[config.mk]
export PLATFORM = sky130hd
export DESIGN_NAME = soft_ramp_seq
export DESIGN_NICKNAME = d
export VERILOG_FILES = /design/src/rtl/soft_ramp_pkg.sv /design/src/rtl/seq_evt_cnt.sv /design/src/rtl/soft_ramp_seq.sv
export SDC_FILE = /design/constraint.sdc
export NUM_CORES = 1
export LEC_CHECK = 0
export CORE_MARGIN = 2
export CORE_UTILIZATION = 40
export CTS_CLUSTER_SIZE = 12
export DETAILED_ROUTE_END_ITERATION = 7
export GPL_ROUTABILITY_DRIVEN = 0
export GPL_TIMING_DRIVEN = 1
export HOLD_SLACK_MARGIN = 0.15
export MAX_ROUTING_LAYER = met4
export PLACE_DENSITY = 0.78
export SETUP_SLACK_MARGIN = 0.4
export SYNTH_ARGS = -nofsm -noshare
export SYNTH_HDL_FRONTEND = slang
export SYNTH_SLANG_ARGS = --single-unit
[constraint.sdc]
create_clock -name clk_i -period 3.2 [get_ports clk_i]
set_input_delay 0.96 -clock clk_i [delete_from_list [all_inputs] [get_ports clk_i]]
set_output_delay 0.96 -clock clk_i [all_outputs]
set_load 0.02 [all_outputs]
[src/rtl/soft_ramp_pkg.sv]
package soft_ramp_pkg;
  localparam int unsigned DLY_W  = 6;
  localparam int unsigned STEP_W = 10;

  typedef struct packed {
    logic [DLY_W-1:0]  dly;
    logic [STEP_W-1:0] step;
  } ramp_cfg_t;

  typedef enum logic [2:0] {
    SQ_IDLE,
    SQ_START_DLY,
    SQ_RAMP_UP,
    SQ_ON,
    SQ_STOP_DLY,
    SQ_RAMP_DN
  } seq_st_e;
endpackage

[src/rtl/seq_evt_cnt.sv]
// Counts events; done_o flags the event that completes lim_i (lim 0 acts as 1).
module seq_evt_cnt #(
  parameter int unsigned W = 10
) (
  input  logic         clk_i,
  input  logic         rst_ni,
  input  logic         clr_i,
  input  logic         ev_i,
  input  logic [W-1:0] lim_i,
  output logic         done_o
);
  logic [W-1:0] cnt_q;
  logic [W:0]   cnt_inc;

  assign cnt_inc = {1'b0, cnt_q} + 1'b1;
  assign done_o  = ev_i && (cnt_inc >= {1'b0, lim_i});

  always_ff @(posedge clk_i or negedge rst_ni) begin
    if (!rst_ni)            cnt_q <= '0;
    else if (clr_i||done_o) cnt_q <= '0;
    else if (ev_i)          cnt_q <= cnt_inc[W-1:0];
  end
endmodule

[src/rtl/soft_ramp_seq.sv]
module soft_ramp_seq
  import soft_ramp_pkg::*;
#(
  parameter int unsigned CODE_W         = 8,
  parameter int unsigned TICKS_PER_UNIT = 250
) (
  input  logic              clk_i,
  input  logic              rst_ni,
  input  logic              en_i,
  input  logic              tick_i,
  input  logic [15:0]       rise_cfg_i,
  input  logic [15:0]       fall_cfg_i,
  input  logic [CODE_W-1:0] target_i,
  input  logic [CODE_W-1:0] thresh_i,
  output logic [CODE_W-1:0] ref_o,
  output logic              pulse_en_o,
  output logic              ss_active_o
);
  localparam int unsigned DIV_W = $clog2(TICKS_PER_UNIT + 1);
  localparam logic [DIV_W-1:0] DIV_LIM = DIV_W'(TICKS_PER_UNIT);

  ramp_cfg_t rise_cfg, fall_cfg;
  assign rise_cfg = ramp_cfg_t'(rise_cfg_i);
  assign fall_cfg = ramp_cfg_t'(fall_cfg_i);

  seq_st_e           st_q, st_d;
  logic [CODE_W-1:0] code_q, code_d;
  logic              live_q, live_d;
  logic              st_chg, unit_tick, unit_done, step_done, dly_done;
  logic [DLY_W-1:0]  dly_sel;
  logic [STEP_W-1:0] step_sel;

  assign st_chg   = (st_d != st_q);
  assign dly_sel  = (st_q == SQ_STOP_DLY) ? fall_cfg.dly  : rise_cfg.dly;
  assign step_sel = (st_q == SQ_RAMP_DN)  ? fall_cfg.step : rise_cfg.step;
  assign dly_done = (dly_sel == '0) ? tick_i : unit_done;

  // 250-tick unit divider, delay unit counter, per-step tick counter
  seq_evt_cnt #(.W(DIV_W)) u_div (
    .clk_i, .rst_ni, .clr_i(st_chg), .ev_i(tick_i), .lim_i(DIV_LIM), .done_o(unit_tick)
  );
  seq_evt_cnt #(.W(DLY_W)) u_dly (
    .clk_i, .rst_ni, .clr_i(st_chg), .ev_i(unit_tick), .lim_i(dly_sel), .done_o(unit_done)
  );
  seq_evt_cnt #(.W(STEP_W)) u_step (
    .clk_i, .rst_ni, .clr_i(st_chg), .ev_i(tick_i), .lim_i(step_sel), .done_o(step_done)
  );

  always_comb begin
    st_d   = st_q;
    code_d = code_q;
    live_d = live_q;
    unique case (st_q)
      SQ_IDLE: if (en_i) begin
        st_d   = SQ_START_DLY;
        code_d = '0;
      end
      SQ_START_DLY:
        if (!en_i)         st_d = SQ_STOP_DLY;
        else if (dly_done) st_d = SQ_RAMP_UP;
      SQ_RAMP_UP:
        if (!en_i) st_d = SQ_STOP_DLY;
        else if (code_q >= target_i) begin
          code_d = target_i;
          st_d   = SQ_ON;
        end else if (step_done) code_d = code_q + 1'b1;
      SQ_ON: if (!en_i) st_d = SQ_STOP_DLY;
      SQ_STOP_DLY:
        if (en_i)          st_d = SQ_RAMP_UP;
        else if (dly_done) st_d = SQ_RAMP_DN;
      SQ_RAMP_DN:
        if (en_i) st_d = SQ_RAMP_UP;
        else if (code_q <= thresh_i) begin
          st_d   = SQ_IDLE;
          code_d = '0;
          live_d = 1'b0;
        end else if (step_done) code_d = code_q - 1'b1;
      default: st_d = SQ_IDLE;
    endcase
    if (st_d == SQ_RAMP_UP) live_d = 1'b1;
  end

  always_ff @(posedge clk_i or negedge rst_ni) begin
    if (!rst_ni) begin
      st_q   <= SQ_IDLE;
      code_q <= '0;
      live_q <= 1'b0;
    end else begin
      st_q   <= st_d;
      code_q <= code_d;
      live_q <= live_d;
    end
  end

  assign ref_o       = code_q;
  assign pulse_en_o  = live_q;
  assign ss_active_o = (st_q == SQ_START_DLY) || ((st_q == SQ_RAMP_UP) && (code_q != target_i));
endmodule

==> results of run 1 <==
## critical path, cell delays in order
cell	delay, ns
buf_6	0.07
inv_4	0.04
ha_4	0.26
nand4_1	0.13
o31a_1	0.28
nor2_2	0.12
nor2_2	0.05
buf_6	0.13
## repair_timing
item	4_1_cts	5_1_grt
pin swaps	53	42
cloned	4	1
resized for setup	132	55
setup buffers	12	14
endpoints found under the setup margin	37	36
## layer usage
| layer | routed length [um] | part of all wire | vias up | track usage |
|---|---|---|---|---|
| met5 | 0 | 0 | - | - |
| met4 | 516 | 0.043 | 0 | 0.0927 |
| met3 | 775 | 0.065 | 49 | 0.0312 |
| met2 | 6100 | 0.51 | 217 | 0.386 |
| met1 | 4550 | 0.38 | 1877 | 0.277 |
| li1 | - | - | 1795 | - |
## where the power goes
| group | switching, mW | internal (mW) | leakage, nW |
|---|---|---|---|
| combinational | 0.463 | 0.466 | 1.95 |
| clock | 0.176 | 0.231 | 0.0552 |
| sequential | 0.0298 | 0.482 | 0.495 |
## final cells by class
cell class                      instances  area (um^2)  area share
Multi-Input combinational cell        343         3000       0.541
Tap cell                              108          135      0.0244
Clock buffer                            6         72.6      0.0131
Clock inverter                          2         35.0     0.00632
Inverter                               21         91.3      0.0165
Sequential cell                        36          902       0.163
Timing Repair Buffer                  133         1310       0.236
## cells by family after synthesis
| logic type | Yosys count | share of synthesized area |
|---|---|---|
| adder cells (fa/ha/maj) | 38 | 0.132 |
| buffers and inverters | 45 | 0.0537 |
| AO/OA/AOI/OAI | 140 | 0.281 |
| XOR/XNOR | 19 | 0.0464 |
| AND/OR/NAND/NOR | 127 | 0.182 |
| flip-flops | 36 | 0.251 |
| multiplexers | 19 | 0.0540 |
## cell usage in the layout (no fill, tap or decap), types with 9 or more instances in the layout
cell type,n
a21oi_2,34
nand3_1,16
o21ai_0,12
dfrtp_1,35
inv_1,11
xnor2_1,11
ha_1,21
dlygate4sd2_1,15
mux2i_1,16
nand2_1,25
buf_6,20
buf_4,50
ha_4,13
nor2_1,19
clkdlybuf4s50_1,26
a21o_1,9
a21oi_1,18
## per-stage QoR
step | instance area (um^2) | hold WS (ns) | utilization | total power, mW | worst slack (ns)
after global placement | 4660 | 0.557 | 0.534 | 1.17 | -0.626
after floorplan | 3740 | 0.535 | - | 0.955 | 0.283
after detailed placement | 4660 | 0.571 | 0.534 | 1.19 | -0.667
final | 5540 | 0.594 | 0.636 | 1.85 | 0.191
after global routing | 5540 | 0.608 | 0.636 | 1.94 | 0.142
after CTS | 5200 | 0.587 | 0.597 | 1.70 | 0.179
## sequential cells by signal (all words and copies together) (netlist names)
register      count
pulse_en_o        1
ref_o             8
st_q              3
u_div.cnt_q       8
u_dly.cnt_q       6
u_step.cnt_q     10
## path summary, 6_finish.rpt
check,endpoint,from,cells after the start,slack (ns)
setup / recovery,ss_active_o,target_i[7],8,0.19
hold / removal,u_step.cnt_q[1]$_DFFE_PN0P_,u_step.cnt_q[1]$_DFFE_PN0P_,2,0.59
setup reg to reg,u_step.cnt_q[5]$_DFFE_PN0P_,u_step.cnt_q[0]$_DFFE_PN0P_,13,0.27
hold reg to reg,u_step.cnt_q[1]$_DFFE_PN0P_,u_step.cnt_q[1]$_DFFE_PN0P_,2,0.59
max in group asynchronous,u_step.cnt_q[0]$_DFFE_PN0P_,rst_ni,2,1.77
min in group asynchronous,u_div.cnt_q[1]$_DFFE_PN0P_,rst_ni,2,1.09
==> key figures, run 1 <==
Outcome
  • Outcome: finished, final reports clean

Global routing
  • Initial antenna violation count: 0
  • Total GRT Usage: 0.229
  • First-pass GRT wire length: 17.9 mm
  • Largest net degree at the start of global routing: 37
  • Global route overflow: 0
  • Vias in the first global route: between 3000 and 4000

Drt
  • Remaining DRCs: 0
  • WL/cell: 18.4 um
  • Vias per cell: roughly 6.1
  • Via count: 3938
  • DRT iter0 DRCs: 341
  • DR pass1 iterations: 5
  • Post-route ant nets: 0
  • Routed WL: about 12 mm

Final layout
  • # diodes: 0
  • P&R area growth vs syn: 54.4%
  • Nets: 630
  • Layout fillers: 637
  • Share of cells above drive strength 1: 0.373
  • Final Instance Count excl. Fillers: between 600 and 700

STA
  • Final hold vios: 0
  • Max-slew violations: 0
  • RSZ-0062 raised after global routing: true
  • Setup violators final: 0
  • Layout Skew: 0.0148 ns
  • Slew margin rel.: 0.680
  • Tmin final: 3.01 ns
  • Fmax: 332 MHz
  • Final worst-path cycle share: 0.940
  • Least-Margin Pin Slew: 0.480 ns
  • Sum Neg Setup Slack: 0 ns

Synthesis
  • Asr flop ratio synth: 1.00
  • Post-synthesis sequential area ratio: 0.251
  • Post-synthesis register bit count: 36
  • Most frequent cells after synthesis: ha_1 (38), dfrtp_1 (36), a21oi_1 (34), nand2_1 (31), nor2_1 (23)
  • Syn_area_per_cell: 8.47 um^2
  • Top_reg_cell synth: dfrtp_1
  • Most frequent cell after synthesis: ha_1
  • Cell variety after synth: 58
  • Dominant cell type by area after synthesis: dfrtp_1
  • Syn Nets: around 500
  • Cells after Synth: between 400 and 500
  • Synthesized area: 3590 um^2
  • Top cells by area, synth: dfrtp_1 (25%), ha_1 (13%), a21oi_2 (5.1%)
  • EDFF count, synth: 0
  • Synth top area share: 0.251
  • Yosys warnings: 0

Clock network
  • CTS Buf Count: 5
  • Clock root cell: clkbuf_8
  • Htree depth: 2
  • TritonCTS clock tree: yes
  • Clock sink count: 36
  • Hold Buf Count CTS: 0
  • Clock-pin slew on the worst setup and hold paths: roughly 0.080 ns
  • CTS Buffer Depth: 2
  • Clk_lat worst skew: 0.30 ns

Setup path
  • Critical Path End Type: output pin
  • Crit Path Class: in2out
  • Crit path arrival time: 2.05 ns
  • Crit path max fanout: 2
  • CP Data Required Time: ~2.2 ns
  • CP Launch Type: input port

Die
  • Ports: 62
  • Rows: 34
  • Die Span Y: around 99 um
  • Core ar.: between 8000 and 9000 um^2
  • Die width: 98.7 um
  • Die area: 9750 um^2
  • Initial Utilization: 0.412

Place
  • DP Wirelength: 7.53 mm
  • Placed Cells: 610
  • Buffers on Ports: 61

Hold path
  • Hold Crit Class: reg2reg

Power and ir drop
  • Max VDD drop: 0.166 mV
  • P per Cell Area: approximately 330 nW/um^2
  • Leak Pwr: 2.50 nW

Job
  • Max-Cap Viols: 0
No activity file was read; power rests on OpenSTA's default activity.
==> inputs of run 2 (changes only) <==
--- a/config.mk
+++ b/config.mk
@@ -13,8 +13,11 @@
 export GPL_TIMING_DRIVEN = 1
 export HOLD_SLACK_MARGIN = 0.15
 export MAX_ROUTING_LAYER = met4
-export PLACE_DENSITY = 0.78
+export PLACE_DENSITY = 0.77
 export SETUP_SLACK_MARGIN = 0.4
+export SKIP_CTS_REPAIR_TIMING = 1
+export SLEW_MARGIN = 0
 export SYNTH_ARGS = -nofsm -noshare
 export SYNTH_HDL_FRONTEND = slang
+export SYNTH_HIERARCHICAL = 1
 export SYNTH_SLANG_ARGS = --single-unit
==> key figures, run 2 <==
Final layout
  • Fin area: 6190 um^2
  • Top reg by flops: u_step/cnt_q
  • Commonest non-fill, non-tap cell in the layout: buf_4
  • Most frequent cells in the layout: buf_4 (104), nand2_1 (70), inv_1 (44)
  • Register area: 901 um^2
  • Share of cells above drive strength 1: 0.332
  • Max reg flops: 10
  • Layout fillers: 730
  • Nets: 768
  • # diodes: 0
  • P&R area growth vs syn: 55.9%
  • Area taken by multi-input logic gates: 3260 um^2

STA
  • Final worst-path cycle share: 1.25
  • RSZ-0062 raised after global routing: true
  • Final hold vios: 0
  • Tmin final: 4.01 ns
  • Setup violators final: 32
  • Least-Margin Pin Slew: 0.653 ns
  • Sum Neg Setup Slack: -14.53 ns
  • Layout Skew: approximately 0.011 ns
  • Final setup margin: -0.811 ns
  • Slew margin rel.: 0.561
  • Max-slew violations: 0
  • Fmax: around 250 MHz

Setup path
  • Crit Path Class: reg2reg
  • CP Launch Type: register
  • CP top delay family: simple AND/OR/NAND/NOR gates
  • Crit path arrival time: 4.22 ns
  • Critical path's slowest cell: dfrtp_1
  • CP peak stage delay: around 0.42 ns
  • CP Data Required Time: 3.41 ns
  • Critical Path End Type: register
  • Worst R2R Path Depth: 17
  • WP depth: 17
  • Crit path buffers/inverters: 0
  • Crit path max fanout: 4
  • Crit-path cells: and3_1 -> nand3_2 -> xnor2_2 -> ha_1 -> o21ai_1 -> nor2_1 -> and4_1 -> nor2_2 -> nor2_2 -> and2_4 -> mux2_4 -> a2111oi_4 -> a221oi_2 -> a221o_2 -> or4_1 -> a211o_1 -> o21ai_1

Synthesis
  • EDFF count, synth: 0
  • Cell variety after synth: 71
  • Post-synthesis sequential area ratio: 0.227
  • Synth top area share: 0.227
  • Dominant cell type by area after synthesis: dfrtp_1
  • Most frequent cells after synthesis: nand2_1 (72), inv_1 (55), ha_1 (45), dfrtp_1 (36), a21oi_1 (29)
  • Cells after Synth: 502
  • Top cells by area, synth: dfrtp_1 (23%), ha_1 (14%), nand2_1 (6.8%)
  • Synthesized area: 3970 um^2
  • Top_reg_cell synth: dfrtp_1
  • Most frequent cell after synthesis: nand2_1
  • Asr flop ratio synth: 1.00
  • Post-synthesis register bit count: 36
  • Syn_area_per_cell: 7.91 um^2
  • Yosys warnings: 6

Hold path
  • Hold Crit Class: reg2reg
  • Hold depth: 1

Outcome
  • Outcome: finished with violations
  • Violated checks: setup timing

Die
  • Rows: 36
  • Die Span Y: just over 100 um
  • Ports: 62
  • Core ar.: between 9000 and 10000 um^2
  • Die width: 104 um
  • Die area: 10700 um^2
  • Initial Utilization: 0.410

Place
  • Setup WS pre-CTS: -1.24 ns
  • Buffers on Ports: roughly 60
  • DP Wirelength: roughly 8.6 mm
  • Area after DPL: 5440 um^2

Job
  • Max-Cap Viols: 0

Clock network
  • Clock root cell: clkbuf_8
  • Clock sink count: 36
  • Htree depth: 2
  • CTS Buf Count: 5
  • CTS Buffer Depth: 2
  • Clock-pin slew on the worst setup and hold paths: 0.09 ns
  • TritonCTS clock tree: yes
  • Clk_lat worst skew: about 0.3 ns

Global routing
  • Total GRT Usage: 0.214
  • Most Used Layer, Global Route: met2
  • Vias in the first global route: 4384
  • GR Layer Usage met2: 0.392
  • Global route overflow: 0
  • Largest net degree at the start of global routing: 37
  • Met3 Usage GRT: 0.0302
  • First-pass GRT wire length: 19.0 mm
  • Met1 usage: 0.239
  • Initial antenna violation count: 0

Power and ir drop
  • Leak Pwr: 2.96 nW
  • Seq pwr share: 0.216
  • Internal: 1.50 mW
  • Net switching power: 1.06 mW
  • Max VDD drop: 0.273 mV
  • P per Cell Area: 413 nW/um^2
  • Sw Ratio: 0.415
  • Gate power share: 0.616
  • Clock share of power: 0.168

Drt
  • Via count: 4534
  • DR pass1 iterations: 5
  • DRT iter0 DRCs: about 250
  • Routed WL: 13.2 mm
  • Post-route ant nets: 0
  • Vias per cell: 5.63
  • Remaining DRCs: 0
  • WL/cell: approximately 16 um
run 2: cell types whose count changed after synthesis, sizes merged, moves of 6 or more:
cell	change
nand2	+41
xor2	+6
inv	+34
and3	-10
a21oi	-25
nand2b	+11
o21ai	+8
ha	+7
mux2i	-14
o221ai	+6
run 2: kinds of logic (layout without fill, tap and decap cells):
kind of cell    count (synthesis)  after routing  share of synthesized area
other cells                     2              8                    0.00189
mux                             9              9                     0.0258
compound gates                118            119                      0.219
simple gates                  193            194                      0.254
xor+xnor                       25             25                     0.0551
flops                          36             36                      0.227
fa+ha+maj                      45             45                      0.142
buf+inv                        74            236                     0.0753
run 2: final timing paths:
kind                                            start                     endpoint  slack (ns)
setup / recovery           u_div/cnt_q[3]$_DFFE_PN0P_   u_div/cnt_q[3]$_DFFE_PN0P_       -0.81
min in group asynchronous                      rst_ni  u_step/cnt_q[1]$_DFFE_PN0P_        1.09
hold / removal                 pulse_en_o$_DFFE_PN0P_       pulse_en_o$_DFFE_PN0P_        0.53
setup reg to reg           u_div/cnt_q[3]$_DFFE_PN0P_   u_div/cnt_q[3]$_DFFE_PN0P_       -0.81
hold reg to reg                pulse_en_o$_DFFE_PN0P_       pulse_en_o$_DFFE_PN0P_        0.53
max in group asynchronous                      rst_ni         ref_o[0]$_DFFE_PN0P_        1.76
run 2: layout make-up:
cell class	instances	share of cell area
clock buffer	5	0.0111
clock inverter	3	0.00687
inverter	55	0.0341
multi-input combinational	400	0.526
sequential	36	0.145
tap	133	0.0269
timing repair buffer	173	0.250
run 2: per-stage QoR:
step | utilization | power (mW) | hold WS, ns | cells
after floorplan | - | 1.30 | 0.498 | 508
after global placement | 0.562 | 1.64 | 0.500 | 776
after detailed placement | 0.562 | 1.70 | 0.512 | 776
final | 0.640 | 2.56 | 0.535 | 805
after global routing | 0.640 | 2.69 | 0.556 | 805
after CTS | 0.574 | 2.12 | 0.531 | 784
run 2: routing by layer:
layer,share of wire,wire (um)
met5,0,0
met2,0.55,7220
met1,0.37,4940
met3,0.062,815
met4,0.019,250
run 2: power groups by stage:
stage	clock [mW]	combinational (mW)	sequential [mW]
final	0.430	1.58	0.553
after global routing	0.443	1.69	0.558
after CTS	0.424	1.15	0.547
after detailed placement	0	1.14	0.556
after global placement	0	1.09	0.551
after floorplan	0	0.735	0.569
==> inputs of run 3 (changes only) <==
--- a/config.mk
+++ b/config.mk
@@ -13,7 +13,7 @@
 export GPL_TIMING_DRIVEN = 1
 export HOLD_SLACK_MARGIN = 0.15
 export MAX_ROUTING_LAYER = met4
-export PLACE_DENSITY = 0.77
+export PLACE_DENSITY = 0.74
 export SETUP_SLACK_MARGIN = 0.4
 export SKIP_CTS_REPAIR_TIMING = 1
 export SLEW_MARGIN = 0
==> constraint.sdc (replaced) <==
create_clock -name clk_i -period 3.7 [get_ports clk_i]
set_input_delay 1.11 -clock clk_i [delete_from_list [all_inputs] [get_ports clk_i]]
set_output_delay 1.11 -clock clk_i [all_outputs]
set_load 0.02 [all_outputs]
==> key figures, run 3 (synthesis gave the netlist of run 2 again) <==
Outcome
  • Outcome: finished with violations
  • Violated checks: setup timing

Hold path
  • Hold Crit Class: reg2reg
  • Hold path startpoint: pulse_en_o$_DFFE_PN0P_

Drt
  • WL/cell: 15.7 um
  • Routed WL: 12.0 mm
  • DRT iter0 DRCs: 241
  • Via count: 4256
  • Remaining DRCs: 0
  • DR pass1 iterations: 5
  • Post-route ant nets: 0
  • Vias per cell: 5.53

Setup path
  • Crit-path cells: dlymetal6s2s_1 -> mux2_4 -> ha_4 -> nand2b_4 -> a31oi_4 -> o21ai_2 -> and2_4 -> mux2_4 -> a2111oi_4 -> a221oi_2 -> a221o_2 -> or4b_1 -> o221ai_2
  • Reg-to-reg startpoint: st_q[1]$_DFF_PN0_
  • Critical path's slowest cell: or4b_1
  • Crit path arrival time: roughly 4.2 ns
  • CP Data Required Time: between 3 and 4 ns
  • CP peak stage delay: 0.57 ns
  • CP dominant cell by count: mux2_4
  • Critical Path End Type: register
  • Crit path max fanout: 5
  • CP Launch Type: input port
  • Worst setup startpoint: fall_cfg_i[10]
  • Crit Path Class: in2reg

STA
  • Sum Neg Setup Slack: -2.02 ns
  • Least-Margin Pin Slew: 0.849 ns
  • Fmax: 253 MHz
  • Final hold vios: 0
  • Layout Skew: 0.00830 ns
  • Final setup margin: -0.248 ns
  • Setup violators final: 19
  • RSZ-0062 raised after global routing: true
  • Slew margin rel.: 0.429
  • Max-slew violations: 0
  • Tmin final: 3.95 ns
  • Worst-case hold slack: 0.510 ns
  • Final worst-path cycle share: 1.07

Final layout
  • Share of cells above drive strength 1: 0.297
  • P&R area growth vs syn: 50.1%
  • Commonest non-fill, non-tap cell in the layout: buf_4
  • Top reg by flops: u_step/cnt_q
  • # diodes: 0
  • Max reg flops: 10
  • Most frequent cells in the layout: buf_4 (73), nand2_1 (69), inv_1 (45)
  • Nets: 732
  • Finished Core Util: 0.616

Global routing
  • Initial antenna violation count: 0
  • Global route overflow: 0
  • Largest net degree at the start of global routing: 37
  • First-pass GRT wire length: 18.4 mm
  • Vias in the first global route: just over 4000
  • Total GRT Usage: 0.206

Power and ir drop
  • Max VDD drop: 0.241 mV
  • Leak Pwr: 2.83 nW
  • P per Cell Area: ~360 nW/um^2

Die
  • Rows: 36
  • Initial Utilization: 0.410
  • Die area: 10700 um^2
  • Die Span Y: between 100 and 150 um
  • Ports: 62
  • Core ar.: about 9700 um^2
  • Die width: 104 um

Place
  • Buffers on Ports: between 60 and 70
  • DP Wirelength: 8.07 mm

Clock network
  • Clock sink count: 36
  • TritonCTS clock tree: yes
  • Htree depth: 2
  • Clk_lat worst skew: 0.30 ns
  • Clock root cell: clkbuf_8
  • CTS Buffer Depth: 2
  • Clock-pin slew on the worst setup and hold paths: 0.08 ns
  • CTS Buf Count: 5

Job
  • Max-Cap Viols: 0
[run 3: cell types whose count changed in the layout (fill, tap and decap cells not counted), moves of 3 or more]
cell             delta
a21oi_2             -6
dlymetal6s2s_1      +3
clkdlybuf4s50_1     -4
o21ai_2             +3
nor2_2              -3
clkbuf_2            +4
buf_6               -7
a21oi_1             +3
a21oi_4             +3
o21ai_0             -5
buf_4              -31
[run 3: layer usage]
layer,wire [um],track usage,part of all wire
met5,0,-,0
met4,284,0.0550,0.024
met3,560,0.0327,0.047
met2,6180,0.360,0.51
met1,5010,0.246,0.42
[run 3: area by class of cell]
class                           count  area [um^2]
Sequential cell                    36          901
Multi-Input combinational cell    399         3300
Timing Repair Buffer              138         1250
Inverter                           55          211
Clock inverter                      1         30.0
Fill cell                         799         3720
Clock buffer                        7         96.3
Tap cell                          133          166
[run 3: worst paths after layout]
path / end / slack [ns] / cells past startpoint
max: u_step/cnt_q[6]$_DFFE_PN0P_ / -0.25 / 13
min: pulse_en_o$_DFFE_PN0P_ / 0.51 / 1
max reg2reg: u_step/cnt_q[6]$_DFFE_PN0P_ / -0.18 / 15
min reg2reg: pulse_en_o$_DFFE_PN0P_ / 0.51 / 1
max in group asynchronous: ref_o[1]$_DFFE_PN0P_ / 2.10 / 2
min in group asynchronous: ref_o[2]$_DFFE_PN0P_ / 1.24 / 2
[run 3: critical path: cells and delay by family]
kind                     cells  cell delay [ns]
AO/OA/AOI/OAI                6             1.27
adder cells (fa/ha/maj)      1             0.21
buffers and inverters        1             0.13
multiplexers                 2             0.56
AND/OR/NAND/NOR              3             0.87
[run 3: where the power goes]
group	internal (mW)	switching, mW	leakage, nW
clock network	0.238	0.158	0.0645
registers	0.432	0.0493	0.491
logic	0.602	0.672	2.27
total	1.27	0.879	2.83
[run 3: stage by stage]
stage,std cells,power [mW],setup slack [ns],instance area [um^2]
2_1_floorplan,508,1.13,-0.581,4070
4_1_cts,756,1.83,-0.648,5350
5_1_grt,769,2.28,-0.348,5960
6_report,769,2.15,-0.248,5960
3_3_place_gp,748,1.39,-0.819,5220
3_5_place_dp,748,1.43,-0.934,5220
